==> src/rtl/wdg_pkg.sv <==
package wdg_pkg;
  localparam int unsigned WDG_CNT_W = 8;
  localparam int unsigned WDG_KEY_W = 7;
  localparam int unsigned WDG_GRACE = 10;

  typedef enum logic {
    STG_ARMED = 1'b0,
    STG_HIT   = 1'b1
  } wdg_stage_e;
endpackage

==> src/rtl/wdg_key_gate.sv <==
module wdg_key_gate #(
  parameter int unsigned CNT_W = wdg_pkg::WDG_CNT_W,
  parameter int unsigned KEY_W = wdg_pkg::WDG_KEY_W
) (
  input  logic                   clk,
  input  logic                   rst_n,
  input  logic                   wr_en,
  input  logic [CNT_W+KEY_W:0]   wr_data,
  output logic                   accept_o
);
  localparam int unsigned WORD_W = CNT_W + KEY_W + 1;
  localparam int unsigned EN_BIT = CNT_W;

  logic [WORD_W-1:0] ctrl_q;

  function automatic logic [KEY_W-1:0] key_of(input logic [WORD_W-1:0] w);
    return w[WORD_W-1:EN_BIT+1];
  endfunction

  function automatic logic en_of(input logic [WORD_W-1:0] w);
    return w[EN_BIT];
  endfunction

  // key must be the inverse of the stored key when armed
  function automatic logic key_ok(input logic [WORD_W-1:0] stored,
                                  input logic [WORD_W-1:0] incoming);
    return !en_of(stored) || (key_of(incoming) == ~key_of(stored));
  endfunction

  assign accept_o = wr_en && key_ok(ctrl_q, wr_data);

  always_ff @(posedge clk) begin
    if (!rst_n) begin
      ctrl_q <= '0;
    end else if (accept_o) begin
      ctrl_q <= wr_data;
    end
  end

  p_reject_holds_r4: assert property (@(posedge clk) disable iff (!rst_n)
    (wr_en && !accept_o) |=> $stable(ctrl_q));

  p_open_accepts_r3: assert property (@(posedge clk) disable iff (!rst_n)
    (wr_en && !en_of(ctrl_q)) |-> accept_o);
endmodule

==> src/rtl/wdg_counter.sv <==
module wdg_counter #(
  parameter int unsigned CNT_W = wdg_pkg::WDG_CNT_W,
  parameter int unsigned GRACE = wdg_pkg::WDG_GRACE
) (
  input  logic             clk,
  input  logic             rst_n,
  input  logic             load,
  input  logic [CNT_W-1:0] load_cnt,
  input  logic             load_run,
  input  logic             tick,
  input  logic             hit_seen,
  output logic             expire_o
);
  localparam int unsigned CW = CNT_W + 1;
  localparam logic [CW-1:0] FULL = CW'(1) << CNT_W;
  localparam logic [CW-1:0] GRACE_V = CW'(GRACE);

  logic [CW-1:0] cnt_q;
  logic          run_q;

  // a zero count field stands for the full range
  function automatic logic [CW-1:0] reload_of(input logic [CNT_W-1:0] f);
    return (f == '0) ? FULL : {1'b0, f};
  endfunction

  assign expire_o = tick && run_q && !load && (cnt_q == CW'(1));

  always_ff @(posedge clk) begin
    if (!rst_n) begin
      cnt_q <= '0;
      run_q <= 1'b0;
    end else if (load) begin
      cnt_q <= reload_of(load_cnt);
      run_q <= load_run;
    end else if (tick && run_q) begin
      if (cnt_q == CW'(1)) begin
        if (hit_seen) begin
          cnt_q <= '0;
          run_q <= 1'b0;
        end else begin
          cnt_q <= GRACE_V;
        end
      end else begin
        cnt_q <= cnt_q - CW'(1);
      end
    end
  end

  p_cnt_live_r5: assert property (@(posedge clk) disable iff (!rst_n)
    run_q |-> (cnt_q != '0 && cnt_q <= FULL));

  p_idle_hold_r10: assert property (@(posedge clk) disable iff (!rst_n)
    (!tick && !load) |=> ($stable(cnt_q) && $stable(run_q)));

  p_stop_after_reset_req_r8: assert property (@(posedge clk) disable iff (!rst_n)
    (expire_o && hit_seen) |=> !run_q);

  p_grace_reload_r7: assert property (@(posedge clk) disable iff (!rst_n)
    (expire_o && !hit_seen) |=> (run_q && cnt_q == GRACE_V));
endmodule

==> src/rtl/wdg_stage.sv <==
module wdg_stage
  import wdg_pkg::*;
(
  input  logic clk,
  input  logic rst_n,
  input  logic clear,
  input  logic expire,
  output logic hit_seen_o,
  output logic nmi_o,
  output logic rst_req_o
);
  wdg_stage_e st_q;

  assign hit_seen_o = (st_q == STG_HIT);

  always_ff @(posedge clk) begin
    if (!rst_n) begin
      st_q      <= STG_ARMED;
      nmi_o     <= 1'b0;
      rst_req_o <= 1'b0;
    end else if (clear) begin
      st_q      <= STG_ARMED;
      nmi_o     <= 1'b0;
      rst_req_o <= 1'b0;
    end else if (expire) begin
      if (st_q == STG_ARMED) begin
        st_q  <= STG_HIT;
        nmi_o <= 1'b1;
      end else begin
        rst_req_o <= 1'b1;
      end
    end else begin
      rst_req_o <= 1'b0;
    end
  end

  p_rst_pulse_r8: assert property (@(posedge clk) disable iff (!rst_n)
    rst_req_o |=> !rst_req_o);

  p_rst_needs_nmi_r8: assert property (@(posedge clk) disable iff (!rst_n)
    rst_req_o |-> nmi_o);

  p_nmi_hold_r9: assert property (@(posedge clk) disable iff (!rst_n)
    (nmi_o && !clear) |=> nmi_o);

  p_first_hit_r7: assert property (@(posedge clk) disable iff (!rst_n)
    (expire && !clear && st_q == STG_ARMED) |=> (nmi_o && !rst_req_o));
endmodule

==> src/rtl/keyed_wdog.sv <==
module keyed_wdog #(
  parameter int unsigned CNT_W = wdg_pkg::WDG_CNT_W,
  parameter int unsigned KEY_W = wdg_pkg::WDG_KEY_W,
  parameter int unsigned GRACE = wdg_pkg::WDG_GRACE
) (
  input  logic                 clk,
  input  logic                 rst_n,
  input  logic                 wr_en,
  input  logic [CNT_W+KEY_W:0] wr_data,
  input  logic                 tick,
  output logic                 nmi_o,
  output logic                 rst_req_o
);
  logic wr_accept;
  logic expire_evt;
  logic hit_seen;

  wdg_key_gate #(.CNT_W(CNT_W), .KEY_W(KEY_W)) u_gate (
    .clk      (clk),
    .rst_n    (rst_n),
    .wr_en    (wr_en),
    .wr_data  (wr_data),
    .accept_o (wr_accept)
  );

  wdg_counter #(.CNT_W(CNT_W), .GRACE(GRACE)) u_cnt (
    .clk      (clk),
    .rst_n    (rst_n),
    .load     (wr_accept),
    .load_cnt (wr_data[CNT_W-1:0]),
    .load_run (wr_data[CNT_W]),
    .tick     (tick),
    .hit_seen (hit_seen),
    .expire_o (expire_evt)
  );

  wdg_stage u_stage (
    .clk        (clk),
    .rst_n      (rst_n),
    .clear      (wr_accept),
    .expire     (expire_evt),
    .hit_seen_o (hit_seen),
    .nmi_o      (nmi_o),
    .rst_req_o  (rst_req_o)
  );

  p_no_expire_without_tick_r10: assert property (@(posedge clk) disable iff (!rst_n)
    expire_evt |-> tick);

  p_write_clears_r9: assert property (@(posedge clk) disable iff (!rst_n)
    wr_accept |=> (!nmi_o && !rst_req_o));
endmodule

==> config.mk <==
export PLATFORM = sky130hd
export DESIGN_NAME = keyed_wdog
export DESIGN_NICKNAME = d
export VERILOG_FILES = /design/src/rtl/wdg_pkg.sv /design/src/rtl/wdg_key_gate.sv /design/src/rtl/wdg_counter.sv /design/src/rtl/wdg_stage.sv /design/src/rtl/keyed_wdog.sv
export SDC_FILE = /design/constraint.sdc
export NUM_CORES = 1
export LEC_CHECK = 0
export BUFFER_PORTS_ARGS = -buffer_cell sky130_fd_sc_hd__buf_4
export CELL_PAD_IN_SITES_DETAIL_PLACEMENT = 0
export CELL_PAD_IN_SITES_GLOBAL_PLACEMENT = 1
export CORE_MARGIN = 2
export CORE_UTILIZATION = 40
export DETAILED_ROUTE_END_ITERATION = 8
export PLACE_DENSITY = 0.84
export SLEW_MARGIN = 20
export SYNTH_ARGS = -nofsm -noshare
export SYNTH_HDL_FRONTEND = slang
export SYNTH_SLANG_ARGS = --single-unit
==> constraint.sdc <==
create_clock -name clk -period 1.8 [get_ports clk]
set_input_delay 0.18 -clock clk [delete_from_list [all_inputs] [get_ports clk]]
set_output_delay 0.18 -clock clk [all_outputs]
set_load 0.02 [all_outputs]
# Word-level counts from Yosys, hierarchy flattened
# Cells that the tools add are included.
# Widths: inputs -> output; s select.
[op_classes]
n_mux = 9
reduce_logical = 15
order_cmp = 0
addsub = 1
n_bitwise = 4
n_mul = 0
eq_ne = 2
shift = 0
div_mod_pow = 0
[ops]
columns = ["operator", "n"]
rows = [
  ["$mux 9", 4],
  ["$eq 9x1->1 const B", 1],
  ["$sub 9x1->9 const B", 1],
  ["$logic_not 8->1", 1],
  ["$eq 7x7->1", 1],
  ["$not 7->7", 1],
  ["$reduce_bool 2->1", 3],
  ["$logic_and 1x1->1", 4],
  ["$mux 1", 4],
  ["$mux 4", 1],
  ["$not 1->1", 3],
  ["$reduce_and 3->1", 1],
  ["$reduce_or 3->1", 1],
  ["$logic_not 1->1", 2],
  ["$reduce_and 2->1", 1],
  ["$reduce_or 2->1", 1],
  ["$logic_or 1x1->1", 1],
]
[word_totals]
rom_bits = 0
input_bits = 20
word_cells = 37
latch_bits = 0
register_bits = 29
memories = 0
ram_bits = 0

# Longest topological paths before layout
# Gate-level depths: netlist of the first run.
[depth]
word_depth = 9
depth_mapped = 8
ltp_nobuf = 7

# By module
# From an unflattened synthesis of the first run, not the netlist that was laid out.
[unflattened]
cells_unflattened = 139
area_unflattened_um2 = 1226.2
[modules_own_cells]
columns = ["module", "area_per_inst_um2", "seq_area_each_um2", "cells_each", "instances"]
rows = [
  ["wdg_counter", 708.2, 200.2, 83, 1],
  ["wdg_key_gate", 401.6, 160.2, 45, 1],
  ["wdg_stage", 116.4, 60.1, 11, 1],
]

# Least setup slack after synthesis of the first run
# No wires, ideal clock.
[synth_timing]
path_type = "reg2reg"
startpoint = "register u_cnt.cnt_q[0]"
endpoint = "register u_cnt.cnt_q[1]"
arrival_time_ns = 1.535
slack_ns = 0.191
required_ns = 1.726
setup_time_ns = 0.074
period_less_slack_ns = 1.609
path_stages_with_launch = 8
path_buffers = 1
cell_sequence = "dfxtp_1 ha_1 nor4b_2 and2_1 buf_2 mux2i_1 nand2_1 a31oi_1"
[synth_between]
elab_chain_cells = 4
word_cells_on_any_way = 5
cone_classes = "add/sub (1); eq/ne (1); mux (3)"
[synth_rtl]
columns = ["item", "line_no", "rtl"]
rows = [
  ["from (decl)", "wdg_counter.sv:18", "logic [CW-1:0] cnt_q;"],
  ["from (signal assigned)", "wdg_counter.sv:33", "cnt_q <= reload_of(load_cnt);"],
  ["from (signal assigned)", "wdg_counter.sv:44", "cnt_q <= cnt_q - CW'(1);"],
  ["$sub 9x1->9 or $eq 9x1->1 (tied branches)", "wdg_counter.sv:44, wdg_counter.sv:36", ""],
  ["$mux 9 *", "wdg_counter.sv:36", "if (cnt_q == CW'(1)) begin"],
  ["$mux 9 *", "wdg_counter.sv:35", "end else if (tick && run_q) begin"],
  ["$mux 9 *", "wdg_counter.sv:32", "end else if (load) begin"],
]
# Every way passes the cells marked *; elsewhere a longest branch is shown, timed or not. The select of a mux whose other input is x is not followed.
# A chain may end at the register's enable or synchronous reset.

# Worst setup path after layout of the first run
[layout_timing]
startpoint = "register u_cnt.cnt_q[0]"
endpoint = "register u_cnt.run_q"
[layout_between]
elab_chain_cells = 3
[layout_rtl]
columns = ["item", "line_no", "rtl"]
rows = [
  ["$eq 9x1->1", "wdg_counter.sv:36", ""],
  ["$reduce_bool 2->1 (no line)", "--", ""],
  ["$reduce_and 3->1 (no line)", "--", ""],
  ["to (signal assigned)", "wdg_counter.sv:34", "run_q <= load_run;"],
  ["to (decl)", "wdg_counter.sv:19", "logic run_q;"],
]
# Every way passes these cells.

==> summary.txt, run 1 <==
SYNTH
-------------------------------------------------------------------------------
Synthesized net count                                                       151
Combined area of all synthesized cells                                1120 um^2
Synthesized instance count                                                  129
Avg Inst Size Synth                                                   8.70 um^2
Part of the Yosys area used for sequential elements                       37.5%
Number of enable flip-flop cells after synthesis                              0
Predominant post-synthesis flop cell                               sky130_fd_sc_hd__dfxtp_1
Flip-flop and latch count after synthesis                                    21
Post-synth ARST share                                                        0%
Distinct cell type count of the synthesized netlist                          32
Warnings, synthesis                                                           0

CRITICAL PATH
-------------------------------------------------------------------------------
Crit path DAT                                                           1.80 ns
Worst setup EP type                                                   flip-flop
CP required                                                             1.98 ns
Type of element launching the critical path                           flip-flop
Max Fanout on Critical Path                                                   5
Startpoint-to-endpoint class of the critical path                    reg -> reg

CLOCKING
-------------------------------------------------------------------------------
Clock tree root buffer cell                                        sky130_fd_sc_hd__clkbuf_4
Total of hold buffers inserted after clock tree synthesis                     0
H-tree depth                                                                  1
TritonCTS clock tree                                                      built
Inserted Clock Buffers                                                        3
Setup fix buffers added after clock tree synthesis                            0
Clock-pin slew on the worst setup and hold paths                        0.12 ns
TritonCTS Sinks                                                              21
Clock network latency to the later pin of the worst-skew pair           0.30 ns
Longest Clk Path Bufs                                                         2

PLACED DESIGN
-------------------------------------------------------------------------------
Global placement routability congestion                                   0.842
Cell total after placement                                                  177
Standard cell area after detailed placement                           1310 um^2
Detailed placement HPWL                                                 1.70 mm
Buffers added on ports                                                       21

FINISH
-------------------------------------------------------------------------------
Post-layout nets                                                            173
Area growth from synthesis to layout                                      21.4%
Summed area of non-filler cells in the final layout                   1360 um^2
Layout cells sized above 1                                                26.0%
Number of non-filler instances in the completed layout                      181
# diodes                                                                      0

DETAILED ROUTING
-------------------------------------------------------------------------------
Total vias in the final route                                               922
Iteration count of the initial detailed-routing pass                          4
Number of antenna-violating nets in the routed design                         0
Wire length reported by the detailed router                             2.13 mm
Per-cell via count in the routed design                                    5.09
Average routed wire per standard cell                                   11.8 um
Number of design rule violations left after detail routing                    0
DRC violation total after the first TritonRoute iteration                    33

TIMING
-------------------------------------------------------------------------------
Remaining max-slew budget at the tightest pin                             64.0%
RSZ-0062 raised after global routing                                      false
Achievable Freq                                                         616 MHz
Number of endpoints with negative hold slack in the final report              0
Clk_skew                                                              0.0158 ns
Final-report max-slew violation count                                         0
Slew at the pin with the worst max-slew slack                          0.539 ns
Final period util                                                         90.2%
Shortest period the worst path allows                                   1.62 ns
Final setup TNS                                                            0 ns
Total setup violations reported at the end of the flow                        0

GRT
-------------------------------------------------------------------------------
Global-route total usage across every layer                               14.3%
Vias in the first global route                                              861
First-pass GRT wire length                                              3.71 mm
Initial antenna violation count                                               0
Overflow left after global routing                                            0
Largest net degree at the start of global routing                            22

PWR
-------------------------------------------------------------------------------
Worst vdd ir                                                           0.537 mV
Leak                                                                   0.553 nW
Power density over cell area                                        700 nW/um^2
Final Total Pwr                                                          954 uW

DIE
-------------------------------------------------------------------------------
Die width                                                               57.0 um
Effective utilization at floorplan                                        41.4%
Site Rows                                                                    19
Number of top-level pins                                                     22
Die extent in y                                                         57.0 um
Floorplan core area                                                   2710 um^2
Total Die Area                                                        3250 um^2

STATUS
-------------------------------------------------------------------------------
Status                                                             finished clean

FLOW RUN
-------------------------------------------------------------------------------
Number of max-cap violations                                                  0

WORST HOLD PATH
-------------------------------------------------------------------------------
Worst min-delay path class                                            in -> reg

[timing repair]
action / in CTS / in global routing
resized for setup: 0 / 4
setup endpoints to repair: 0 / 5
endpoints found under the hold margin: 0 / 0
[sequential cells by signal, summed over array words and instances, names as in the netlist]
name,cells
u_gate.ctrl_q,8
u_stage.nmi_o,1
u_cnt.run_q,1
u_stage.hit_seen_o,1
u_stage.rst_req_o,1
u_cnt.cnt_q,9
[placed cells by master (no fill, tap or decap), types with 2 or more instances in the layout]
master | synthesis | routed
sky130_fd_sc_hd__a211oi_1 | 4 | 4
sky130_fd_sc_hd__a211oi_2 | 3 | 3
sky130_fd_sc_hd__a21oi_1 | 9 | 9
sky130_fd_sc_hd__buf_4 | 1 | 22
sky130_fd_sc_hd__clkbuf_4 | 0 | 3
sky130_fd_sc_hd__dfxtp_1 | 21 | 21
sky130_fd_sc_hd__ha_1 | 2 | 2
sky130_fd_sc_hd__inv_1 | 6 | 6
sky130_fd_sc_hd__mux2i_1 | 12 | 12
sky130_fd_sc_hd__nand2_1 | 8 | 8
sky130_fd_sc_hd__nand3_1 | 3 | 3
sky130_fd_sc_hd__nor2_1 | 22 | 22
sky130_fd_sc_hd__nor3_1 | 3 | 3
sky130_fd_sc_hd__nor4_1 | 5 | 3
sky130_fd_sc_hd__nor4_2 | 1 | 3
sky130_fd_sc_hd__o21ai_0 | 3 | 3
sky130_fd_sc_hd__xnor2_1 | 7 | 7
[path summary, 6_finish.rpt]
path | startpoint | endpoint | slack (ns) | cells after the start
min | wr_data[15] | u_gate.ctrl_q[15]$_SDFFE_PN0P_ | 0.13 | 3
min reg2reg | u_stage.nmi_o$_SDFFE_PP0P_ | u_stage.nmi_o$_SDFFE_PP0P_ | 0.49 | 2
max reg2reg | u_cnt.cnt_q[0]$_SDFFE_PN0P_ | u_cnt.run_q$_SDFFE_PN0P_ | 0.18 | 7
max | u_cnt.cnt_q[0]$_SDFFE_PN0P_ | u_cnt.run_q$_SDFFE_PN0P_ | 0.18 | 7
[synth_stat cells, types with 2 or more instances]
master	count	area share (%)
sky130_fd_sc_hd__nand2_1	8	2.7
sky130_fd_sc_hd__xnor2_1	7	5.5
sky130_fd_sc_hd__and2_1	2	1.1
sky130_fd_sc_hd__dfxtp_1	21	37
sky130_fd_sc_hd__a21oi_1	9	4.0
sky130_fd_sc_hd__buf_6	2	2.0
sky130_fd_sc_hd__nor4_1	5	2.8
sky130_fd_sc_hd__inv_1	6	2.0
sky130_fd_sc_hd__nor2_1	22	7.4
sky130_fd_sc_hd__mux2i_1	12	11
sky130_fd_sc_hd__a211oi_2	3	3.3
sky130_fd_sc_hd__nor3_1	3	1.3
sky130_fd_sc_hd__ha_1	2	2.2
sky130_fd_sc_hd__nand3_1	3	1.3
sky130_fd_sc_hd__clkbuf_1	2	0.67
sky130_fd_sc_hd__a211oi_1	4	2.7
sky130_fd_sc_hd__o21ai_0	3	1.3
[power breakdown]
part           internal (mW)  total (mW)  switching [mW]
Clock                 0.0825       0.213           0.131
Combinational          0.112       0.214           0.102
Sequential             0.496       0.526          0.0304
Total                  0.690       0.954           0.264
[cell type report]
type | count | area, um^2
sequential | 21 | 420
inverter | 7 | 26.3
clock buffer | 3 | 22.5
timing repair buffer | 23 | 185
fill | 283 | 1350
clock inverter | 1 | 5.00
tap | 31 | 38.8
multi-input combinational | 95 | 664
[worst max-delay path, stage by stage (launching register included)]
cell and delay [ns]:
sky130_fd_sc_hd__dfxtp_1 0.42, sky130_fd_sc_hd__ha_1 0.20, sky130_fd_sc_hd__nor4b_2 0.24, sky130_fd_sc_hd__buf_4 0.19, sky130_fd_sc_hd__and3_1 0.24, sky130_fd_sc_hd__nand2_1 0.08
sky130_fd_sc_hd__nand3_1 0.08, sky130_fd_sc_hd__a21oi_1 0.06
[per-layer routing]
metal  up-vias  GRT usage [%]  routed length (um)
met4         0           2.99                   8
met1       415           19.6                1020
met2        12           24.3                1050
met5         -              0                   0
li1        493              -                   -
met3         2           2.04                  55
[logic make-up (layout without fill, tap and decap cells)]
logic type / after synthesis / after routing / share of synthesized area (%)
buffers and inverters: 13 / 34 / 6.13
AND/OR/NAND/NOR: 51 / 51 / 24.2
multiplexers: 12 / 12 / 10.7
AO/OA/AOI/OAI: 23 / 23 / 13.8
adder cells (fa/ha/maj): 2 / 2 / 2.23
XOR/XNOR: 7 / 7 / 5.46
flip-flops: 21 / 21 / 37.5
[stage by stage]
stage	setup slack (ns)	utilization, %	hold slack, ns
finish	0.176	50.3	0.132
global route	0.00408	50.3	0.125
CTS	0.110	49.4	0.128
detailed placement	0.149	48.3	0.442
global placement	0.190	48.3	0.430
floorplan	0.191	-	0.318
Power figures use the tool's default switching activity.
==> run 2: changes to the inputs <==
Settings changed: CAP_MARGIN set to 30, CORE_UTILIZATION 40 to 41, SYNTH_HIERARCHICAL set to 1.
Clock period 1.8 ns to 1.6 ns, I/O delays scaled along.
==> summary.txt, run 2 <==
DIE
-------------------------------------------------------------------------------
Total Die Area                                                        3440 um^2   +6.1%
Number of top-level pins                                                     22   unchanged
Die width                                                               58.7 um   +3.0%
Site Rows                                                                    19   unchanged
Effective utilization at floorplan                                        43.7%   +2.3 points
Die extent in y                                                         58.7 um   +3.0%
Floorplan core area                                                   2810 um^2   +3.5%

SYNTH
-------------------------------------------------------------------------------
Avg Inst Size Synth                                                   8.82 um^2   +1.4%
Part of the Yosys area used for sequential elements                       34.3%   -3.2 points
Number of enable flip-flop cells after synthesis                              0   unchanged
Synthesized instance count                                                  139   +7.8%
Flip-flop and latch count after synthesis                                    21   unchanged
Predominant post-synthesis flop cell                               sky130_fd_sc_hd__dfxtp_1
Leading cell type by number of instances after synthesis           sky130_fd_sc_hd__nand2_1
Synthesized net count                                                       161   +6.6%
Top cell type's share of synthesized area                                 34.3%   -3.2 points
Commonest cells in the netlist                                     sky130_fd_sc_hd__nand2_1 (23), sky130_fd_sc_hd__dfxtp_1 (21), sky130_fd_sc_hd__xor2_1 (9)
Distinct cell type count of the synthesized netlist                          46   +44%
Post-synth ARST share                                                        0%   unchanged
Warnings, synthesis                                                           6   +6
Combined area of all synthesized cells                                1230 um^2   +9.3%
Dominant cells by area after synthesis                             sky130_fd_sc_hd__dfxtp_1 (34%), sky130_fd_sc_hd__nand2_1 (7.0%), sky130_fd_sc_hd__xor2_1 (6.4%)
Library cell with the largest summed area after synthesis          sky130_fd_sc_hd__dfxtp_1

TIMING
-------------------------------------------------------------------------------
Total setup violations reported at the end of the flow                        4   +4
Final-report max-slew violation count                                         0   unchanged
Remaining max-slew budget at the tightest pin                             77.2%   +13 points
Slew at the pin with the worst max-slew slack                          0.342 ns   -0.197 ns
Number of endpoints with negative hold slack in the final report              0   unchanged
Final setup slack of the worst path                                  -0.0498 ns   -0.226 ns
Achievable Freq                                                         606 MHz   -1.6%
Clk_skew                                                             0.00598 ns   -0.00983 ns
Shortest period the worst path allows                                   1.65 ns   +0.0257 ns
Final period util                                                          103%   +13 points
Final setup TNS                                                       -0.109 ns   -0.109 ns
RSZ-0062 raised after global routing                                       true

DETAILED ROUTING
-------------------------------------------------------------------------------
Iteration count of the initial detailed-routing pass                          6   +2
Number of antenna-violating nets in the routed design                         0   unchanged
DRC violation total after the first TritonRoute iteration                    41   +24%
Average routed wire per standard cell                                   14.1 um   +20%
Number of design rule violations left after detail routing                    1   +1
Uppermost layer routed                                                     met4
Metal-1 WL                                                              1.27 mm   +25%
Met3 wirelength from detailed routing                                    131 um   +140%
Per-cell via count in the routed design                                    5.59   +9.8%
Wire length reported by the detailed router                             2.87 mm   +34%
Wire length on met2                                                     1.43 mm   +36%
Total vias in the final route                                              1135   +23%

FINISH
-------------------------------------------------------------------------------
Regs by FF count                                                   u_cnt/cnt_q x9, u_gate/ctrl_q x8
Layout cells sized above 1                                                33.1%   +7.1 points
Final Core Density                                                        55.7%   +5.4 points
Highest-count cells in the layout ignoring fill and taps           sky130_fd_sc_hd__buf_4 (32), sky130_fd_sc_hd__nand2_1 (23), sky130_fd_sc_hd__dfxtp_1 (15)
Largest Register                                                    u_cnt/cnt_q
# diodes                                                                      0   unchanged
Summed area of non-filler cells in the final layout                   1560 um^2   +15%
Area growth from synthesis to layout                                      27.3%
Post-layout nets                                                            195   +13%
Commonest non-fill, non-tap cell in the layout                     sky130_fd_sc_hd__buf_4
Max FFs per register                                                          9   unchanged

PWR
-------------------------------------------------------------------------------
Leak                                                                   0.656 nW   +19%
Final Total Pwr                                                         1.16 mW   +21%
Worst vdd ir                                                           0.481 mV   -10%
Power density over cell area                                        741 nW/um^2   +5.9%

GRT
-------------------------------------------------------------------------------
Global-route total usage across every layer                               18.4%   +4.1 points
First-pass GRT wire length                                              4.89 mm   +32%
Vias in the first global route                                             1134   +32%
Initial antenna violation count                                               0   unchanged
Overflow left after global routing                                            0   unchanged
Largest net degree at the start of global routing                            21   -4.5%

CRITICAL PATH
-------------------------------------------------------------------------------
Top cell family by delay on the critical path                      simple AND/OR/NAND/NOR gates
Type of element launching the critical path                           flip-flop
Cell-by-cell listing of the critical path                          xor2_1, nand4_1, o22ai_4, nand3b_4, nand4b_1, or3_1, a21oi_1
Slowest library cell on the worst path                             sky130_fd_sc_hd__dfxtp_2
Worst setup EP type                                                   flip-flop
Max Fanout on Critical Path                                                   5   unchanged
Reg2Reg Launch Point                                               u_gate/ctrl_q[11]$_SDFFE_PN0P_
R2r endpoint                                                       u_cnt/cnt_q[7]$_SDFFE_PN0P_
Crit path DAT                                                           1.89 ns   +0.09 ns
FF-to-FF setup slack                                                   -0.05 ns   -0.23 ns
CP required                                                             1.84 ns   -0.14 ns
R2R cell count                                                                7   unchanged
Startpoint-to-endpoint class of the critical path                    reg -> reg
Longest individual stage delay on the worst path                        0.35 ns   -0.07 ns
Number of buffers and inverters on the critical path                          0   -1

WORST HOLD PATH
-------------------------------------------------------------------------------
Startpoint of the lowest-slack hold path                             wr_data[8]
Terminating pin of the worst hold path                             u_gate/ctrl_q[8]$_SDFFE_PN0P_
Cell depth of the worst min-delay path                                        3   unchanged
Worst min-delay path class                                            in -> reg

STATUS
-------------------------------------------------------------------------------
Failing checks                                                     DRC, setup timing
Status                                                             finished with violations

CLOCKING
-------------------------------------------------------------------------------
Clock network latency to the later pin of the worst-skew pair           0.31 ns   about the same
TritonCTS clock tree                                                      built
Clock tree root buffer cell                                        sky130_fd_sc_hd__clkbuf_4
H-tree depth                                                                  1   unchanged
Total of hold buffers inserted after clock tree synthesis                     0   unchanged
Longest Clk Path Bufs                                                         2   unchanged
TritonCTS Sinks                                                              21   unchanged
Clock-pin slew on the worst setup and hold paths                        0.12 ns   about the same
Inserted Clock Buffers                                                        3   unchanged

PLACED DESIGN
-------------------------------------------------------------------------------
Buffers added on ports                                                       21   unchanged
Global placement routability congestion                                   0.849   +0.76%
Detailed placement HPWL                                                 2.23 mm   +31%
Standard cell area after detailed placement                           1480 um^2   +13%

FLOW RUN
-------------------------------------------------------------------------------
Number of max-cap violations                                                  0   unchanged

[run 2: per-layer routing]
| layer | GRT usage [%] | vias to the layer above |
|---|---|---|
| met5 | 0 | - |
| met4 | 6.49 | 0 |
| met3 | 4.18 | 5 |
| met2 | 31.8 | 32 |
| met1 | 22.5 | 534 |
| li1 | - | 564 |
[run 2: logic make-up (layout without fill, tap and decap cells)]
| kind of cell | after synthesis | in the layout | synth area share (%) |
|---|---|---|---|
| muxes | 7 | 7 | 5.71 |
| buffers and inverters | 11 | 44 | 4.08 |
| adders and majority gates | 2 | 2 | 2.04 |
| and+or+nand+nor | 63 | 63 | 32.0 |
| xor gates and xnor gates | 9 | 9 | 6.43 |
| AOI/OAI and AO/OA | 26 | 26 | 15.4 |
| DFF | 21 | 21 | 34.3 |
[run 2: power breakdown]
part,internal [mW],switching [mW]
Combinational,0.155,0.139
Clock,0.0933,0.168
Sequential,0.559,0.0443
Total,0.807,0.350
[run 2: cell type report]
| class | instances | area [um^2] |
|---|---|---|
| Multi-Input combinational cell | 107 | 790 |
| Timing Repair Buffer | 33 | 251 |
| Clock inverter | 1 | 5.00 |
| Fill cell | 261 | 1240 |
| Inverter | 7 | 26.3 |
| Tap cell | 31 | 38.8 |
| Sequential cell | 21 | 428 |
| Clock buffer | 3 | 22.5 |
[run 2: tightest hold or removal path, cell delays in order]
cell	delay [ns]
sky130_fd_sc_hd__buf_4	0.11
sky130_fd_sc_hd__inv_1	0.05
sky130_fd_sc_hd__a21oi_1	0.05
[run 2: worst max path at each step]
| stage | start | slack, ns | depth (start not counted) | endpoint |
|---|---|---|---|---|
| floorplan | u_gate/ctrl_q[13]$_SDFFE_PN0P_ | -0.01 | 8 | u_cnt/cnt_q[7]$_SDFFE_PN0P_ |
| global placement | u_gate/ctrl_q[11]$_SDFFE_PN0P_ | 0.002 | 7 | u_cnt/cnt_q[4]$_SDFFE_PN0P_ |
| detailed placement | u_gate/ctrl_q[11]$_SDFFE_PN0P_ | -0.05 | 7 | u_cnt/cnt_q[4]$_SDFFE_PN0P_ |
| CTS | u_gate/ctrl_q[12]$_SDFFE_PN0P_ | -0.01 | 7 | u_cnt/cnt_q[8]$_SDFFE_PN0P_ |
| global route | u_gate/ctrl_q[9]$_SDFFE_PN0P_ | -0.14 | 7 | u_cnt/cnt_q[4]$_SDFFE_PN0P_ |
| finish | u_gate/ctrl_q[11]$_SDFFE_PN0P_ | -0.05 | 7 | u_cnt/cnt_q[7]$_SDFFE_PN0P_ |
[run 2: per-stage QoR]
step	worst slack, ns	instances	hold slack [ns]
after floorplan	-0.0146	139	0.263
after global placement	0.00219	196	0.413
after detailed placement	-0.0466	196	0.423
after CTS	-0.0117	201	0.0736
after global routing	-0.138	203	0.0899
final	-0.0498	203	0.0972
[run 2: repair_timing]
action,in CTS,in global routing
setup endpoints to repair,3,11
gates resized for setup,5,6
buffers inserted,1,2
endpoints found under the hold margin,0,0
pin swaps,3,4
